<file path="config.mk">
export PLATFORM = sky130hd
export DESIGN_NAME = rx_ring_fetcher
export DESIGN_NICKNAME = d
export VERILOG_FILES = /design/src/rtl/rrf_pkg.sv /design/src/rtl/rrf_fetch_seq.sv /design/src/rtl/rrf_ptr_unit.sv /design/src/rtl/rrf_buf_track.sv /design/src/rtl/rx_ring_fetcher.sv
export SDC_FILE = /design/constraint.sdc
export NUM_CORES = 1
export LEC_CHECK = 0
export ABC_AREA = 1
export BUFFER_PORTS_ARGS = -buffer_cell sky130_fd_sc_hd__buf_2
export CAP_MARGIN = 25
export CORE_MARGIN = 1
export CORE_UTILIZATION = 57
export DETAILED_ROUTE_END_ITERATION = 8
export PLACE_DENSITY = 0.83
export SKIP_LAST_GASP = 1
export SLEW_MARGIN = 30
export SYNTH_ARGS = -nofsm -noshare
export SYNTH_HDL_FRONTEND = slang
export SYNTH_HIERARCHICAL = 1
export SYNTH_SLANG_ARGS = --single-unit
</file>
<file path="constraint.sdc">
create_clock -name clk -period 3.75 [get_ports clk]
set_clock_uncertainty 0.05 [all_clocks]
set_input_delay 0.375 -clock clk [delete_from_list [all_inputs] [get_ports clk]]
set_output_delay 0.375 -clock clk [all_outputs]
set_load 0.02 [all_outputs]
</file>
<file path="src/rtl/rrf_pkg.sv">
package rrf_pkg;
  localparam int PTR_W      = 16;
  localparam int ADDR_W     = 2 * PTR_W;
  localparam int DESC_WORDS = 4;
  localparam int IDX_W      = $clog2(DESC_WORDS);
  localparam logic [PTR_W-1:0] EOB_RESET = 16'h02F8;
  localparam logic [PTR_W-1:0] EVEN_MASK = {{(PTR_W-1){1'b1}}, 1'b0};

  // bytes consumed in the table per descriptor
  function automatic logic [PTR_W-1:0] desc_stride(input logic wide);
    return wide ? PTR_W'(DESC_WORDS * 4) : PTR_W'(DESC_WORDS * 2);
  endfunction

  // pointer after one fetch, including the wrap to the start
  function automatic logic [PTR_W-1:0] ring_next(input logic [PTR_W-1:0] ptr,
                                                 input logic wide,
                                                 input logic [PTR_W-1:0] first,
                                                 input logic [PTR_W-1:0] last);
    logic [PTR_W-1:0] n;
    n = ptr + desc_stride(wide);
    if (n == (last & EVEN_MASK)) n = first & EVEN_MASK;
    return n;
  endfunction

  // bytes a frame occupies, check sequence included
  function automatic logic [ADDR_W-1:0] frame_bytes(input logic [PTR_W-1:0] len);
    return ADDR_W'(len) + ADDR_W'(4);
  endfunction

  function automatic logic [ADDR_W-1:0] frame_words(input logic [PTR_W-1:0] len);
    return frame_bytes(len) >> 1;
  endfunction
endpackage

</file>
<file path="src/rtl/rrf_fetch_seq.sv">
module rrf_fetch_seq
  import rrf_pkg::*;
(
  input  logic              clk,
  input  logic              rst_n,
  input  logic              start_req,
  input  logic              cfg_wide,
  input  logic [ADDR_W-1:0] base_addr,
  output logic              mem_req,
  output logic [ADDR_W-1:0] mem_addr,
  input  logic              mem_rvalid,
  input  logic [PTR_W-1:0]  mem_rdata,
  output logic              busy,
  output logic              commit,
  output logic [ADDR_W-1:0] commit_addr,
  output logic [ADDR_W-1:0] commit_count
);
  logic             busy_q, pend_q;
  logic [IDX_W-1:0] idx_q;
  logic [PTR_W-1:0] shadow_q [DESC_WORDS-1];
  logic             take, last_word;

  assign take      = busy_q & mem_rvalid;
  assign last_word = (idx_q == IDX_W'(DESC_WORDS - 1));
  assign commit    = take & last_word;
  assign mem_req   = busy_q;
  assign busy      = busy_q;
  assign mem_addr  = base_addr + (ADDR_W'(idx_q) << (cfg_wide ? 2 : 1));
  assign commit_addr  = {shadow_q[1], shadow_q[0]};
  assign commit_count = {mem_rdata, shadow_q[2]};

  always_ff @(posedge clk or negedge rst_n) begin
    if (!rst_n) begin
      busy_q <= 1'b0;
      pend_q <= 1'b0;
      idx_q  <= '0;
    end else if (!busy_q) begin
      if (start_req || pend_q) begin
        busy_q <= 1'b1;
        pend_q <= 1'b0;
        idx_q  <= '0;
      end
    end else begin
      if (start_req) pend_q <= 1'b1;
      if (take) begin
        if (last_word) busy_q <= 1'b0;
        else           idx_q  <= idx_q + 1'b1;
      end
    end
  end

  for (genvar g = 0; g < DESC_WORDS - 1; g++) begin : g_shadow
    always_ff @(posedge clk or negedge rst_n) begin
      if (!rst_n)                            shadow_q[g] <= '0;
      else if (take && idx_q == IDX_W'(g))   shadow_q[g] <= mem_rdata;
    end
  end

  a_r5_req_holds: assert property (@(posedge clk) disable iff (!rst_n)
    (busy_q && !mem_rvalid) |=> (busy_q && $stable(idx_q)));
  a_r10_pending_starts: assert property (@(posedge clk) disable iff (!rst_n)
    (!busy_q && pend_q) |=> (busy_q && idx_q == '0));
endmodule

</file>
<file path="src/rtl/rrf_ptr_unit.sv">
module rrf_ptr_unit
  import rrf_pkg::*;
(
  input  logic             clk,
  input  logic             rst_n,
  input  logic             cfg_wide,
  input  logic [PTR_W-1:0] ring_start,
  input  logic [PTR_W-1:0] ring_end,
  input  logic [PTR_W-1:0] wr_ptr,
  input  logic             load_en,
  input  logic [PTR_W-1:0] load_val,
  input  logic             commit,
  input  logic             clear_exh,
  output logic [PTR_W-1:0] rd_ptr,
  output logic             exhausted,
  output logic             wrap_evt
);
  logic [PTR_W-1:0] ptr_q, nxt;
  logic             exh_q, meets_wr;

  assign nxt      = ring_next(ptr_q, cfg_wide, ring_start, ring_end);
  assign meets_wr = (nxt == (wr_ptr & EVEN_MASK));
  assign wrap_evt = commit && ((ptr_q + desc_stride(cfg_wide)) == (ring_end & EVEN_MASK));
  assign rd_ptr    = ptr_q;
  assign exhausted = exh_q;

  always_ff @(posedge clk or negedge rst_n) begin
    if (!rst_n) begin
      ptr_q <= '0;
      exh_q <= 1'b0;
    end else begin
      if (load_en)     ptr_q <= load_val & EVEN_MASK;
      else if (commit) ptr_q <= nxt;
      if (commit && meets_wr) exh_q <= 1'b1;
      else if (clear_exh)     exh_q <= 1'b0;
    end
  end

  a_r4_exhaust_sticky: assert property (@(posedge clk) disable iff (!rst_n)
    (exh_q && !clear_exh) |=> exh_q);
  a_r2_ptr_quiet: assert property (@(posedge clk) disable iff (!rst_n)
    (!commit && !load_en) |=> $stable(ptr_q));
  a_r3_wrap_to_start: assert property (@(posedge clk) disable iff (!rst_n)
    wrap_evt |=> (ptr_q == ($past(ring_start) & EVEN_MASK)));
endmodule

</file>
<file path="src/rtl/rrf_buf_track.sv">
module rrf_buf_track
  import rrf_pkg::*;
(
  input  logic              clk,
  input  logic              rst_n,
  input  logic              pkt_done,
  input  logic [PTR_W-1:0]  pkt_bytes,
  input  logic              exhausted,
  input  logic              commit,
  input  logic [ADDR_W-1:0] commit_addr,
  input  logic [ADDR_W-1:0] commit_count,
  input  logic              eob_we,
  input  logic [PTR_W-1:0]  eob_wdata,
  output logic [ADDR_W-1:0] buf_addr,
  output logic [ADDR_W-1:0] word_count,
  output logic [PTR_W-1:0]  eob_count,
  output logic              last_in_buf,
  output logic              auto_req
);
  logic [ADDR_W-1:0] addr_q, wc_q, wc_after;
  logic [PTR_W-1:0]  eob_q;
  logic              last_q, accept;

  assign accept   = pkt_done & ~exhausted;
  assign wc_after = wc_q - frame_words(pkt_bytes);
  assign auto_req = accept && (wc_after < ADDR_W'(eob_q));
  assign buf_addr    = addr_q;
  assign word_count  = wc_q;
  assign eob_count   = eob_q;
  assign last_in_buf = last_q;

  always_ff @(posedge clk or negedge rst_n) begin
    if (!rst_n) begin
      addr_q <= '0;
      wc_q   <= '0;
      eob_q  <= EOB_RESET;
      last_q <= 1'b0;
    end else begin
      last_q <= auto_req;
      if (eob_we) eob_q <= eob_wdata;
      if (commit) begin
        addr_q <= commit_addr;
        wc_q   <= commit_count;
      end else if (accept) begin
        addr_q <= addr_q + frame_bytes(pkt_bytes);
        wc_q   <= wc_after;
      end
    end
  end

  a_r7_refused_frame: assert property (@(posedge clk) disable iff (!rst_n)
    (pkt_done && exhausted && !commit) |=> ($stable(wc_q) && $stable(addr_q)));
  a_r9_eob_load: assert property (@(posedge clk) disable iff (!rst_n)
    eob_we |=> (eob_q == $past(eob_wdata)));
endmodule

</file>
<file path="src/rtl/rx_ring_fetcher.sv">
module rx_ring_fetcher
  import rrf_pkg::*;
(
  input  logic        clk,
  input  logic        rst_n,
  input  logic        cfg_wide,
  input  logic [15:0] upper_addr,
  input  logic [15:0] ring_start,
  input  logic [15:0] ring_end,
  input  logic [15:0] wr_ptr,
  input  logic        rrp_we,
  input  logic [15:0] rrp_wdata,
  input  logic        fetch_req,
  input  logic        clear_exhaust,
  input  logic        eob_we,
  input  logic [15:0] eob_wdata,
  input  logic        pkt_done,
  input  logic [15:0] pkt_bytes,
  output logic        mem_req,
  output logic [31:0] mem_addr,
  input  logic        mem_rvalid,
  input  logic [15:0] mem_rdata,
  output logic        busy,
  output logic [15:0] rd_ptr,
  output logic        exhausted,
  output logic        rx_ready,
  output logic [31:0] buf_addr,
  output logic [31:0] word_count,
  output logic [15:0] eob_count,
  output logic        last_in_buf
);
  logic              commit, auto_req, wrap_evt, load_en;
  logic [ADDR_W-1:0] commit_addr, commit_count;

  assign load_en  = rrp_we & ~busy;
  assign rx_ready = ~exhausted;

  rrf_fetch_seq u_seq (
    .clk, .rst_n,
    .start_req   (fetch_req | auto_req),
    .cfg_wide,
    .base_addr   ({upper_addr, rd_ptr}),
    .mem_req, .mem_addr, .mem_rvalid, .mem_rdata,
    .busy, .commit, .commit_addr, .commit_count
  );

  rrf_ptr_unit u_ptr (
    .clk, .rst_n, .cfg_wide, .ring_start, .ring_end, .wr_ptr,
    .load_en, .load_val (rrp_wdata), .commit,
    .clear_exh (clear_exhaust),
    .rd_ptr, .exhausted, .wrap_evt
  );

  rrf_buf_track u_buf (
    .clk, .rst_n, .pkt_done, .pkt_bytes, .exhausted, .commit,
    .commit_addr, .commit_count, .eob_we, .eob_wdata,
    .buf_addr, .word_count, .eob_count, .last_in_buf, .auto_req
  );

  a_r8_low_water_fetch: assert property (@(posedge clk) disable iff (!rst_n)
    (auto_req && !busy) |=> busy);
  a_r11_load_blocked: assert property (@(posedge clk) disable iff (!rst_n)
    (rrp_we && busy && !commit) |=> $stable(rd_ptr));
endmodule

</file>
Word level (Yosys, flattened, before mapping)
Cells that the tools add are included.
{"block": "totals", "register_bits": 150, "latch_bits": 0, "ram_bits": 0, "mem_bits_ro": 0, "in_bits": 137, "output_inout_bits": 133, "wordCells": 70, "n_memories": 0}
{"block": "classes", "addsub": 6, "mul": 0, "div_mod_pow": 0, "order_cmp": 1, "eq_ne": 8, "shifts": 1, "muxes": 22, "bitwise": 7, "n_reduce_logical": 13}
{"operator": "two-way mux 32 bit", "n": 4}
{"operator": "adder 32 bit", "n": 2}
{"operator": "two-way mux 16 bit", "n": 3}
{"operator": "== test 16 bit", "n": 2}
{"operator": "less-than comparator 32 x 16 -> 1 bit", "n": 1}
{"operator": "<< shifter 2 x 32 -> 32 bit", "n": 1}
{"operator": "subtractor 32 x 31 -> 32 bit", "n": 1}
{"operator": "adder 16 x 3 -> 17 bit, second input constant", "n": 1}
{"operator": "adder 16 bit", "n": 1}
{"operator": "two-way mux 2 bit", "n": 5}
{"operator": "two-way mux 1 bit", "n": 9}
{"operator": "nonzero test 2 bit", "n": 4}
{"operator": "logical AND 1 bit", "n": 5}
{"operator": "two-way mux 5 bit", "n": 1}
{"operator": "AND 1 bit", "n": 4}
{"operator": "== test 2 bit, second input constant", "n": 2}
{"operator": "!= test 2 bit, second input constant", "n": 2}
{"operator": "AND reduction 3 bit", "n": 1}
{"operator": "adder 2 x 1 -> 2 bit, second input constant", "n": 1}
{"operator": "== test 2 x 1 -> 1 bit, second input constant", "n": 1}
{"operator": "logical NOT 2 bit", "n": 1}
{"operator": "!= test 2 x 1 -> 1 bit, second input constant", "n": 1}
{"operator": "inverter 1 bit", "n": 2}
{"operator": "AND reduction 2 bit", "n": 1}
{"operator": "2 further kinds", "n": 2}

Depth between registers and ports, before layout
Gate-level depths: netlist (run 1).
{"block": "depth", "word_depth": 8, "ltp_mapped": 34, "ltp_nobuf": 34}

Modules after synthesis
The synthesis (run 1) kept the hierarchy.
{"mod": "rrf_buf_track", "n_inst": 1, "cells_per_inst": 1123, "area_per_inst_um2": 7254.5, "seq_area_each_um2": 2034.5}
{"mod": "rrf_fetch_seq", "n_inst": 1, "cells_per_inst": 461, "area_per_inst_um2": 3250.6, "seq_area_each_um2": 1301.2}
{"mod": "rrf_ptr_unit", "n_inst": 1, "cells_per_inst": 393, "area_per_inst_um2": 2227.1, "seq_area_each_um2": 425.4}
{"mod": "rx_ring_fetcher", "n_inst": 1, "cells_per_inst": 6, "area_per_inst_um2": 25.0, "seq_area_each_um2": 0.0}

Worst setup path before layout (run 1)
No wires, ideal clock.
{"block": "synth_path", "path_kind": "input to register", "start": "input port pkt_bytes[2]", "end": "register u_seq.idx_q[0]", "setup_ns": 0.128, "t_arrival_ns": 3.819, "required_ns": 3.572, "setup_slack_ns": -0.247, "stages": 33, "n_path_buf": 0, "path_cell_list": "ha_1 nand2_1 nor2_1 nand3_1 nor2_1 nand3_1 nor2_1 or2_2 nand2_1 ha_1 nand2_1 nor2_2 inv_1 nor3_2 nand2_1 nand2_2 xor2_1 inv_1 ha_1 a211oi_1 o21ai_0 inv_1 nand3_1 nor2_1 nand2_1 nor2_1 nand2_1 nor2_2 inv_1 nand2_1 nor2_1 o22ai_1 o21ai_0"}
{"block": "synth_via", "elab_chain_len": 8}
{"item": "start: declaration", "line": "rx_ring_fetcher.sv:18", "text": "input logic [15:0] pkt_bytes,"}
{"item": "adder 16 x 3 -> 17 bit", "line": "rrf_pkg.sv:27", "text": "return ADDR_W'(len) + ADDR_W'(4);"}
{"item": "subtractor 32 x 31 -> 32 bit", "line": "rrf_buf_track.sv:25", "text": "assign wc_after = wc_q - frame_words(pkt_bytes);"}
{"item": "less-than comparator 32 x 16 -> 1 bit", "line": "rrf_buf_track.sv:26", "text": "assign auto_req = accept && (wc_after < ADDR_W'(eob_q));"}
{"item": "logical AND 1 bit", "line": "rrf_buf_track.sv:26"}
{"item": "named net auto_req", "line": "rx_ring_fetcher.sv:32", "text": "logic commit, auto_req, wrap_evt, load_en;"}
{"item": "OR 1 bit", "line": "rx_ring_fetcher.sv:40", "text": ".start_req (fetch_req | auto_req),"}
{"item": "logical OR 1 bit", "line": "rrf_fetch_seq.sv:38", "text": "if (start_req || pend_q) begin"}
{"item": "nonzero test 2 bit (no source line)"}
{"item": "AND reduction 3 bit (no source line)"}
{"item": "end signal: assignment", "line": "rrf_fetch_seq.sv:47", "text": "else idx_q <= idx_q + 1'b1;"}
{"item": "end: declaration", "line": "rrf_fetch_seq.sv:19", "text": "logic [IDX_W-1:0] idx_q;"}
The timed path passes the listed nets, and every way through them passes these cells.
A chain may end at the register's enable or synchronous reset.

Final worst setup path (run 1)
Ends and elaborated chain as after synthesis.

==> results.md, run 1 <==
- Crit end category: register
- Status: finished with violations
- Final worst slack: -106 ps
- Finished Core Util: 0.730
- Layout area overhead: 25.3%
- Dpl hpwl: 38700 µm
- CTS clk-pin slew, worst paths: 70 ps
- WL/cell: 18.6 µm
- Starting density of the core: 0.582
- Die area: 23000 µm²
- CP peak stage delay: 320 ps
- Layer with the highest usage: met2
- DR vias: 15110
- Port bufs: 265
- Grt total ovfl: 0
- Layout cells sized above 1: 0.234
- Worst reg2reg path endpoint: u_seq/idx_q[0]$_DFFE_PN0P_
- Clock share of power: 0.129
- Routed Antenna Nets: 0
- Fraction of the cycle the final worst path needs: 1.03
- Initial antenna violation count: 3
- Final TNS setup: -380 ps
- Worst-Skew Late Latency: 440 ps
- Critical Path Start Type: primary input
- Most frequent CP cell: nand2_1
- F_max: 0.259 GHz
- Clock tree buffer depth: 2
- Row count: 54
- Via density per instance: 5.71
- Drt first pass iters: 9
- Io pins: 270
- First-pass GRT wire length: 74100 µm
- Peak supply drop: 0.628 mV
- Max Slew Vio Count: 0
- Cell Count, Final, Fillers Out: 2645
- R2R Path Start: u_buf/word_count[0]$_DFFE_PN0P_
- DRT iter0 DRCs: 1477
- Internal power: 6.33 mW
- Sw Share: 0.518
- P_leak: 8.65 nW
- Total GRT Usage: 0.430
- Failing checks: DRC, hold timing, setup timing
- Slew headroom: 0.340
- H-tree depth: 4
- DRT Wirelength: 49200 µm
- CP Max Fanout: 4
- Routability cong.: 1.01
- Multi-input logic area: 7730 µm²
- Share of power burned in registers: 0.242
- Combinational power share: 0.629
- CTS tree: yes
- DRC: 1
- Final nets: 2550
- Hold-fix buffers, CTS: 0
- Final setup fails: 4
- P per Cell Area: 822 nW/µm²
- Filler cell count: 1825
- Core box area: 21900 µm²
- Hold WC Path Type: in2async
- # Max-Cap Violations: 0
- Crit path kind: in2reg
- Avg Inst Size Synth: 6.44 µm²
- Worst reg2reg path depth: 28
- Post-Syn Instances: 1981
- Met3 Track Usage GR: 0.0823
- Die width: 152 µm
- GRT met2 Usage: 0.716
- Switching power: 6.81 mW
- Final hold slack: -97.0 ps
- Pwr Total: 13.1 mW
- Synthesized area: 12700 µm²
- Tmin final: 3860 ps
- Synth warnings: 6
- Die height: 152 µm
- Number of CTS-inserted buffers: 17
- Clock Sinks: 150
- Largest net degree at the start of global routing: 95
- Register area: 3760 µm²
- Final hold vios: 13
- CP required: 4010 ps
- Crit path DAT: 4120 ps
- Number of global-route vias before repair: 14201
- CP max stage cell: ha_4
- Setup repair after global routing missed its margin: true
- Placed Instances: 2598
- Root Buffer: clkbuf_16
- Flop-to-flop setup slack: 220 ps
- Worst slew pin tran: 988 ps
- GR met1 Demand/Resource: 0.519
-- per-stage QoR --
| step | setup slack, ps | instance area (µm²) |
|---|---|---|
| final | -106 | 16000 |
| after global routing | -427 | 16000 |
| after CTS | -84.8 | 15900 |
| after detailed placement | -689 | 15200 |
| after global placement | -485 | 15200 |
| after floorplan | -118 | 12800 |
-- cell usage in the layout, fill, tap and decap left out, types with 5 or more instances in the layout --
cell and instances:
dfrtp_1 144, nand3b_1 28, nand4_1 31, a21oi_1 40, nor2_1 146, o21bai_1 6, xnor2_1 9, o221ai_1 17
o21ai_1 6, clkbuf_16 17, inv_1 287, o211ai_1 36, nor2_2 18, and2_1 5, ha_1 56, inv_2 14
nand2_1 685, nor2_4 9, nand2_2 34, o21ai_0 93, nand3_1 137, dfstp_2 6, buf_2 261, buf_4 137
nor3_1 16, xor2_1 39, a31oi_1 6, nand3_2 11
-- repair_timing --
action,in CTS,in global routing
endpoints found under the setup margin,4,5
resized for setup,18,10
buffers inserted,12,3
pin swaps,19,21
-- cell type report --
class                      count  share of cell area
antenna                        3            0.000470
clock buffer                  18              0.0269
clock inverter                14             0.00909
inverter                     304              0.0714
multi-input combinational   1473               0.484
sequential                   150               0.235
tap                          280              0.0219
timing repair buffer         403               0.151
-- metal layers --
metal  routed length (µm)  share of wire
met5                    0              0
met4                 3000          0.061
met3                 4940           0.10
met2                23000           0.47
met1                18300           0.37
-- power groups by stage --
stage | Clock [mW] | Combinational, mW | Sequential [mW]
3_3_place_gp | 0 | 7.61 | 3.12
4_1_cts | 1.71 | 7.99 | 3.14
2_1_floorplan | 0 | 4.38 | 3.35
3_5_place_dp | 0 | 7.80 | 3.15
5_1_grt | 1.77 | 8.94 | 3.24
6_report | 1.69 | 8.26 | 3.18
-- how the worst max path moves through the flow --
stage                  from                          to  slack, ps  depth (start not counted)
4_1_cts        pkt_bytes[2]        u_seq/busy$_DFF_PN0_        -80                         33
3_3_place_gp   pkt_bytes[2]  u_seq/idx_q[0]$_DFFE_PN0P_       -480                         34
3_5_place_dp   pkt_bytes[2]  u_seq/idx_q[0]$_DFFE_PN0P_       -690                         33
5_1_grt        pkt_bytes[2]  u_seq/idx_q[0]$_DFFE_PN0P_       -430                         33
2_1_floorplan  pkt_bytes[2]  u_seq/idx_q[0]$_DFFE_PN0P_       -120                         32
6_report       pkt_bytes[2]  u_seq/idx_q[0]$_DFFE_PN0P_       -110                         33
-- critical path: cells and delay by family --
kind	cells	cell delay, ps
and+or+nand+nor	19	1900
adders and majority gates	2	540
AOI/OAI and AO/OA	4	480
buffers and inverters	6	430
xor gates and xnor gates	2	420
-- flip-flops by register name, indices dropped and copies added (netlist names) --
signal              cells
u_seq/commit_count     16
u_seq/pend_q            1
u_seq/commit_addr      32
u_buf/last_in_buf       1
u_ptr/rd_ptr           16
u_seq/busy              1
u_seq/idx_q             2
u_buf/eob_count        16
u_ptr/exhausted         1
u_buf/buf_addr         32
u_buf/word_count       32
(Power assumes the default switching activity.)
==> run 2, diff against run 1 <==
--- a/config.mk
+++ b/config.mk
@@ -6,7 +6,7 @@
 export NUM_CORES = 1
 export LEC_CHECK = 0
 export ABC_AREA = 1
-export BUFFER_PORTS_ARGS = -buffer_cell sky130_fd_sc_hd__buf_2
+export BUFFER_PORTS_ARGS = -buffer_cell sky130_fd_sc_hd__clkbuf_2
 export CAP_MARGIN = 25
 export CORE_MARGIN = 1
 export CORE_UTILIZATION = 57
==> results.md, run 2 (synthesized netlist as in run 1, its figures left out) <==
- Status: finished with violations
- Failing checks: hold timing, setup timing
- WL/cell: 18.4 µm
- DRT iter0 DRCs: 1244
- Worst Setup SP: pkt_bytes[2]
- Final TNS setup: -658 ps
- R2R Path Start: u_buf/word_count[0]$_DFFE_PN0P_
- CP max stage cell: ha_4
- Starting density of the core: 0.582
- CP required: 4000 ps
- P per Cell Area: 816 nW/µm²
- Layout area overhead: 24.9%
- Clock tree buffer depth: 2
- CTS tree: yes
- H-tree depth: 4
- First-pass GRT wire length: 73000 µm
- Setup repair after global routing missed its margin: true
- Final nets: 2546
- Setup WS pre-CTS: -746 ps
- CP Max Fanout: 4
- CP peak stage delay: 330 ps
- F_max: 0.251 GHz
- Dpl hpwl: 38300 µm
- Max Slew Vio Count: 0
- Row count: 54
- Critical Path Start Type: primary input
- Hold WC Path Type: in2async
- Crit path DAT: 4230 ps
- Placed Area: 15200 µm²
- Worst reg2reg path endpoint: u_seq/idx_q[1]$_DFFE_PN0P_
- Worst reg2reg path depth: 28
- WP depth: 35
- Final hold vios: 3
- P_leak: 8.63 nW
- Final hold slack: -11.4 ps
- Die width: 152 µm
- Final worst slack: -228 ps
- Number of CTS-inserted buffers: 17
- Io pins: 270
- Peak supply drop: 0.690 mV
- Initial antenna violation count: 0
- Crit end category: register
- CTS clk-pin slew, worst paths: 60 ps
- Critical Path End: u_seq/idx_q[1]$_DFFE_PN0P_
- Crit path kind: in2reg
- Die height: 152 µm
- Most common cell after layout, fill and taps aside: nand2_1
- Buf/Inv on CP: 6
- Root Buffer: clkbuf_16
- Slew headroom: 0.398
- Layout cells sized above 1: 0.233
- Most frequent CP cell: nand2_1
- Largest net degree at the start of global routing: 93
- Routability cong.: 1.03
- Final setup fails: 4
- Port bufs: 265
- Antenna Cells: 0
- Fraction of the cycle the final worst path needs: 1.06
- DRC: 0
- Finished Core Util: 0.728
- DRT Wirelength: 48600 µm
- Number of global-route vias before repair: 13768
- Total GRT Usage: 0.423
- Drt first pass iters: 8
- Commonest non-fill, non-tap cells in the layout: 686 x nand2_1, 287 x inv_1, 261 x clkbuf_2
- Grt total ovfl: 0
- Cell family with most CP delay: simple AND/OR/NAND/NOR gates
- Routed Antenna Nets: 0
- Core box area: 21900 µm²
- Die area: 23000 µm²
- Worst-Skew Late Latency: 430 ps
- # Max-Cap Violations: 0
- Worst slew pin tran: 901 ps
- Tmin final: 3980 ps
- DR vias: 14945
- Clock Sinks: 150
- Final Cell Area: 15900 µm²
- Flop-to-flop setup slack: 180 ps
- Via density per instance: 5.67
## run 2: worst min-delay path by stage
stage                                                   end  slack, ps  depth (start not counted)
final                       u_buf/word_count[4]$_DFFE_PN0P_        -10                          1
after global placement     u_seq/commit_addr[9]$_DFFE_PN0P_        420                          2
after global routing        u_buf/word_count[6]$_DFFE_PN0P_         50                          1
after detailed placement  u_seq/commit_addr[20]$_DFFE_PN0P_        420                          2
after floorplan               u_buf/buf_addr[0]$_DFFE_PN0P_         30                          0
after CTS                  u_buf/word_count[24]$_DFFE_PN0P_         20                          1
## run 2: layout make-up
cell class | instances | area (µm²)
clock inverters | 11 | 92.6
repair buffers | 399 | 2380
multi-input cells | 1473 | 7750
well taps | 280 | 350
clock buffers | 21 | 450
fillers | 1863 | 5960
inverters | 304 | 1140
flip-flops and latches | 150 | 3760
## run 2: per-layer routing
layer	up-vias	routed length (µm)	GRT usage
met4	0	2930	0.241
met5	-	0	0
met3	180	5350	0.101
met2	955	22300	0.684
met1	6796	18000	0.516
li1	7014	-	-
## run 2: per-stage QoR
stage / power (mW) / std cells
after floorplan: 7.74 / 1982
after global placement: 10.7 / 2598
after detailed placement: 10.9 / 2598
after CTS: 12.7 / 2638
after global routing: 13.8 / 2638
final: 13.0 / 2638
## run 2: report_power, final
| group | switching (mW) | leakage [nW] | total [mW] | internal, mW |
|---|---|---|---|---|
| clock | 0.732 | 0.261 | 1.61 | 0.878 |
| combinational | 5.13 | 6.51 | 8.20 | 3.08 |
| sequential | 0.881 | 1.86 | 3.18 | 2.30 |
| total | 6.74 | 8.63 | 13.0 | 6.26 |
## run 2: what timing repair did
action	CTS	global route
endpoints found under the setup margin	4	5
hold buffers	0	0
endpoints found under the hold margin	0	0
pin swaps	19	22
setup buffers	8	0
resized for setup	18	14
